--- src/rtl/io_pad_pipe_pkg.sv ---
package io_pad_pipe_pkg;

   // Control bits of one direction, as held in the configuration registers.
   typedef struct packed {
      logic neg_edge;   // launch or capture on the falling edge
      logic dly_en;     // take the delayed copy
      logic reg_en;     // pipeline register requested
      logic pipe_skip;  // route around the pipeline register
   } dir_cfg_t;

   // The pipeline register is only in the path when requested and not skipped.
   function automatic logic stage_used(dir_cfg_t c);
      return c.reg_en && !c.pipe_skip;
   endfunction

endpackage

--- src/rtl/io_dly_sel.sv ---
module io_dly_sel #(
   parameter int W = 4
) (
   input  logic         use_dly,
   input  logic [W-1:0] direct_d,
   input  logic [W-1:0] delayed_d,
   output logic [W-1:0] y
);

   assign y = use_dly ? delayed_d : direct_d;

endmodule

--- src/rtl/io_edge_reg.sv ---
module io_edge_reg #(
   parameter int W = 4
) (
   input  logic         clk,
   input  logic         rst_n,
   input  logic         neg_sel,
   input  logic [W-1:0] d,
   output logic [W-1:0] q
);

   logic [W-1:0] q_rise;
   logic [W-1:0] q_fall;

   always_ff @(posedge clk or negedge rst_n) begin
      if (!rst_n) q_rise <= '0;
      else        q_rise <= d;
   end

   always_ff @(negedge clk or negedge rst_n) begin
      if (!rst_n) q_fall <= '0;
      else        q_fall <= d;
   end

   assign q = neg_sel ? q_fall : q_rise;

endmodule

--- src/rtl/io_pipe_stage.sv ---
module io_pipe_stage #(
   parameter int W       = 4,
   parameter bit PRESENT = 1'b1
) (
   input  logic         clk,
   input  logic         rst_n,
   input  logic         active,
   input  logic [W-1:0] d,
   output logic [W-1:0] q
);

   generate
      if (PRESENT) begin : g_reg
         logic [W-1:0] held;
         always_ff @(posedge clk or negedge rst_n) begin
            if (!rst_n) held <= '0;
            else        held <= d;
         end
         assign q = active ? held : d;
      end else begin : g_wire
         logic unused_ctl;
         assign unused_ctl = ^{clk, rst_n, active};
         assign q = d;
      end
   endgenerate

endmodule

--- src/rtl/io_pad_pipe.sv ---
module io_pad_pipe #(
   parameter int W       = 4,
   parameter bit TX_PIPE = 1'b1,
   parameter bit RX_PIPE = 1'b1
) (
   input  logic         clk,
   input  logic         rst_n,
   input  logic         tx_cfg_neg,
   input  logic         tx_cfg_dly,
   input  logic         tx_cfg_reg,
   input  logic         tx_cfg_skip,
   input  logic         rx_cfg_neg,
   input  logic         rx_cfg_dly,
   input  logic         rx_cfg_reg,
   input  logic         rx_cfg_skip,
   input  logic [W-1:0] tx_fab_d,
   output logic [W-1:0] tx_launch,
   input  logic [W-1:0] tx_dly_d,
   output logic [W-1:0] tx_pad,
   input  logic [W-1:0] rx_pad,
   input  logic [W-1:0] rx_dly_d,
   output logic [W-1:0] rx_fab_q
);
   import io_pad_pipe_pkg::*;

   generate
      if (W < 1) begin : g_bad_width
         $error("io_pad_pipe: W must be at least 1");
      end
   endgenerate

   dir_cfg_t tx_cfg;
   dir_cfg_t rx_cfg;
   assign tx_cfg = '{neg_edge: tx_cfg_neg, dly_en: tx_cfg_dly,
                     reg_en: tx_cfg_reg, pipe_skip: tx_cfg_skip};
   assign rx_cfg = '{neg_edge: rx_cfg_neg, dly_en: rx_cfg_dly,
                     reg_en: rx_cfg_reg, pipe_skip: rx_cfg_skip};

   // Transmit: pipeline, then edge launch, then delay choice at the pad.
   logic [W-1:0] tx_staged;

   io_pipe_stage #(.W(W), .PRESENT(TX_PIPE)) u_tx_stage (
      .clk    (clk),
      .rst_n  (rst_n),
      .active (stage_used(tx_cfg)),
      .d      (tx_fab_d),
      .q      (tx_staged)
   );

   io_edge_reg #(.W(W)) u_tx_launch (
      .clk     (clk),
      .rst_n   (rst_n),
      .neg_sel (tx_cfg.neg_edge),
      .d       (tx_staged),
      .q       (tx_launch)
   );

   io_dly_sel #(.W(W)) u_tx_sel (
      .use_dly   (tx_cfg.dly_en),
      .direct_d  (tx_launch),
      .delayed_d (tx_dly_d),
      .y         (tx_pad)
   );

   // Receive: delay choice, then edge capture, then pipeline to the fabric.
   logic [W-1:0] rx_src;
   logic [W-1:0] rx_cap;

   io_dly_sel #(.W(W)) u_rx_sel (
      .use_dly   (rx_cfg.dly_en),
      .direct_d  (rx_pad),
      .delayed_d (rx_dly_d),
      .y         (rx_src)
   );

   io_edge_reg #(.W(W)) u_rx_capture (
      .clk     (clk),
      .rst_n   (rst_n),
      .neg_sel (rx_cfg.neg_edge),
      .d       (rx_src),
      .q       (rx_cap)
   );

   io_pipe_stage #(.W(W), .PRESENT(RX_PIPE)) u_rx_stage (
      .clk    (clk),
      .rst_n  (rst_n),
      .active (stage_used(rx_cfg)),
      .d      (rx_cap),
      .q      (rx_fab_q)
   );

endmodule

--- config.mk ---
export PLATFORM = sky130hd
export DESIGN_NAME = io_pad_pipe
export DESIGN_NICKNAME = d
export VERILOG_FILES = /design/src/rtl/io_pad_pipe_pkg.sv /design/src/rtl/io_dly_sel.sv /design/src/rtl/io_edge_reg.sv /design/src/rtl/io_pipe_stage.sv /design/src/rtl/io_pad_pipe.sv
export SDC_FILE = /design/constraint.sdc
export NUM_CORES = 1
export LEC_CHECK = 0
export BUFFER_PORTS_ARGS = -buffer_cell sky130_fd_sc_hd__buf_2
export CAP_MARGIN = 20
export CORE_MARGIN = 8
export CORE_UTILIZATION = 40
export CTS_CLUSTER_SIZE = 24
export DETAILED_ROUTE_END_ITERATION = 12
export PLACE_DENSITY = 0.76
export SETUP_SLACK_MARGIN = 0.3
export SLEW_MARGIN = 25
export SYNTH_ARGS = -nofsm -noshare
export SYNTH_HDL_FRONTEND = slang
export SYNTH_SLANG_ARGS = --single-unit
--- constraint.sdc ---
create_clock -name clk -period 2.35 [get_ports clk]
set_clock_uncertainty 0.2 [all_clocks]
set_input_delay 0.235 -clock clk [delete_from_list [all_inputs] [get_ports clk]]
set_output_delay 0.235 -clock clk [all_outputs]
set_load 0.05 [all_outputs]
==> run_results.csv <==
group,metric,value,unit
cells_and_area,stdcell_area,1410,um^2
clock_network,clock_path_buffers,2,
critical_path,rr_worst_depth,1,
critical_path,critPathLaunchType,"register",
critical_path,crit_top_cell,"mux2_4",
hold_path,min_path_type,"input port to register",
logic_synthesis,synthSimpleGateAreaFrac,1.42,%
logic_synthesis,synthMuxAreaShare,30.6,%
detailed_routing,routed_wirelength,1.59,mm
clock_network,cts_tree,"done",
sta,rsz0062_at_grt,"yes",
global_routing,grt_pass1_vias,700,
placed_design,io_buffers,37,
flow_run,drv_cap,0,
cells_and_area,nets,129,
logic_synthesis,ys_seq_area_share,68.0,%
detailed_routing,wl_per_cell,12.3,um
sta,slew_viol_final,0,
global_routing,track_usage,8.48,%
sta,relSlewSlack,53.8,%
global_routing,grt_pass1_wl,2.82,mm
logic_synthesis,synth_warnings,0,
detailed_routing,vias,593,
floorplanning,row_count,17,
cells_and_area,syn2layout_area_growth,59.3,%
logic_synthesis,synthAdderAreaFrac,0,%
hold_path,min_delay_path_depth,2,
floorplanning,dieArea,3970,um^2
logic_synthesis,syn_nets,76,
logic_synthesis,synth_top_family_by_area,"multiplexers",
floorplanning,core,2150,um^2
logic_synthesis,ys_ff_latch,24,
logic_synthesis,syn-cell-area,883,um^2
detailed_routing,drc,0,
critical_path,cp-end-kind,"output port",
logic_synthesis,synth_compound_area_share,0,%
floorplanning,dieWidth,63.0,um
run_status,status,"finished with violations",
sta,whs,90.4,ps
logic_synthesis,synth_xor_area_share,0,%
floorplanning,die_h,63.0,um
power,ir_worst_vdd,403,uV
critical_path,cp_data_required_time,1910,ps
cells_and_area,seqCellArea,601,um^2
power,p_leak,0.000726,uW
sta,final-setup-viol-count,16,
logic_synthesis,syn_area_per_cell,17.7,um^2
critical_path,cpMaxStageDelayCell,"dfrtn_1",
cells_and_area,drive_gt1_share,66.3,%
sta,setup_slack,-580,ps
power,power,889,uW
global_routing,grt.overflow.total,0,
clock_network,cts.sink_count,24,
cells_and_area,fillers,158,
sta,tightest_slew,691,ps
clock_network,cts-root-buf,"clkbuf_4",
floorplanning,io_pins,38,
placed_design,dp.cells,115,
clock_network,cts_max_level,1,
logic_synthesis,synth.distinct_cells,4,
power,p_per_area,632,nW/um^2
clock_network,numCtsBuffers,3,
critical_path,worstSetupPathType,"register to output port",
cells_and_area,final_cells,129,
detailed_routing,drt_iter0_drc,1,
critical_path,worstPathArrival,2490,ps
critical_path,slowest_delay,340,ps
placed_design,dpl_cell_area,1200,um^2
critical_path,critPathMaxFanout,2,
global_routing,antenna_found_initial,0,
clock_network,clk_latency,290,ps
sta,hold_violations,0,
critical_path,path_cells,"mux2_4 -> mux2_4 -> buf_6",
logic_synthesis,syn_inst,50,
global_routing,grt_max_degree,17,
placed_design,gp_congestion,0.668,
detailed_routing,ant_nets,0,
detailed_routing,drt-pass1-iter-count,4,
floorplanning,start_util,41.1,%
clock_network,clkTransAtPathRegs,110,ps
cells_and_area,multiInputGateArea,380,um^2
detailed_routing,vias_per_cell,4.60,
run_status,violations,"negative setup slack",
cells_and_area,antennaDiodeCount,0,
==> flip-flops by register name, indices dropped and copies added, names as in the netlist <==
| register | cells |
|---|---|
| u_tx_launch.q_fall | 4 |
| u_tx_stage.g_reg.held | 4 |
| u_rx_stage.g_reg.held | 4 |
| u_tx_launch.q_rise | 4 |
| u_rx_capture.q_rise | 4 |
| u_rx_capture.q_fall | 4 |
==> cells in the mapped netlist <==
master | count | area share [%]
dfrtp_1 | 16 | 45
dfrtn_1 | 8 | 23
mux2_2 | 24 | 31
nand2b_1 | 2 | 1.4
==> path summary, 6_finish.rpt <==
check | to | startpoint | slack (ps)
worst max-delay path | tx_pad[2] | u_tx_launch.q_fall[2] | -580
worst min-delay path | u_rx_stage.g_reg.held[0] | rx_cfg_neg | 90
worst max register to register | u_tx_launch.q_fall[2] | u_tx_stage.g_reg.held[2] | 170
worst min register to register | u_rx_stage.g_reg.held[2] | u_rx_capture.q_rise[2] | 300
max in group asynchronous | u_rx_stage.g_reg.held[3] | rst_n | 1050
min in group asynchronous | u_rx_capture.q_rise[0] | rst_n | 470
==> power by group <==
| group | total, uW | switching, uW | internal [uW] |
|---|---|---|---|
| Clock | 159 | 99.4 | 59.6 |
| Combinational | 277 | 139 | 138 |
| Sequential | 453 | 8.18 | 445 |
==> cell usage in the layout, fill, tap and decap left out <==
master	count
clkbuf_4	3
buf_6	9
nand2b_4	1
dfrtp_1	16
buf_8	2
buf_4	3
buf_2	25
nand2b_1	1
mux2_4	24
dfrtn_1	8
dlygate4sd3_1	9
==> critical path: cells and delay by family (launching register included) <==
| kind | cells | cell delay [ps] |
|---|---|---|
| mux | 2 | 530 |
| flops | 1 | 340 |
| buf+inv | 1 | 150 |
==> layer usage <==
layer | vias to the layer above | global-route usage, % | share of wire [%]
met5 | - | 0 | 0
met4 | 0 | 5.98 | 2.3
met3 | 2 | 1.79 | 5.5
met2 | 24 | 14.6 | 52
met1 | 289 | 8.96 | 40
li1 | 278 | - | -
==> stage by stage <==
step	TNS (ps)	worst slack [ps]	utilization (%)
2_1_floorplan	-1740	-280	-
3_3_place_gp	-2390	-290	55.9
3_5_place_dp	-2570	-313	55.9
4_1_cts	-6260	-591	64.8
5_1_grt	-6790	-622	65.5
6_report	-6220	-580	65.5
==> kinds of logic (layout without fill, tap and decap cells) <==
group	Yosys count	count (layout)
flip-flops	24	24
multiplexers	24	24
buffers and inverters	0	51
AND/OR/NAND/NOR	2	2
==> cell type report <==
type,instances,area share (%)
repair buffers,48,26.2
well taps,28,2.49
flip-flops and latches,24,42.7
clock buffers,3,1.60
multi-input cells,26,27.0
==> what timing repair did <==
item,4_1_cts,5_1_grt
buffers inserted,1,1
hold buffers,9,4
pin swaps,0,0
endpoints found under the setup margin,20,20
gates resized for setup,23,2
hold endpoints to repair,28,8
Note: power is estimated with default switching activity, not from simulation.
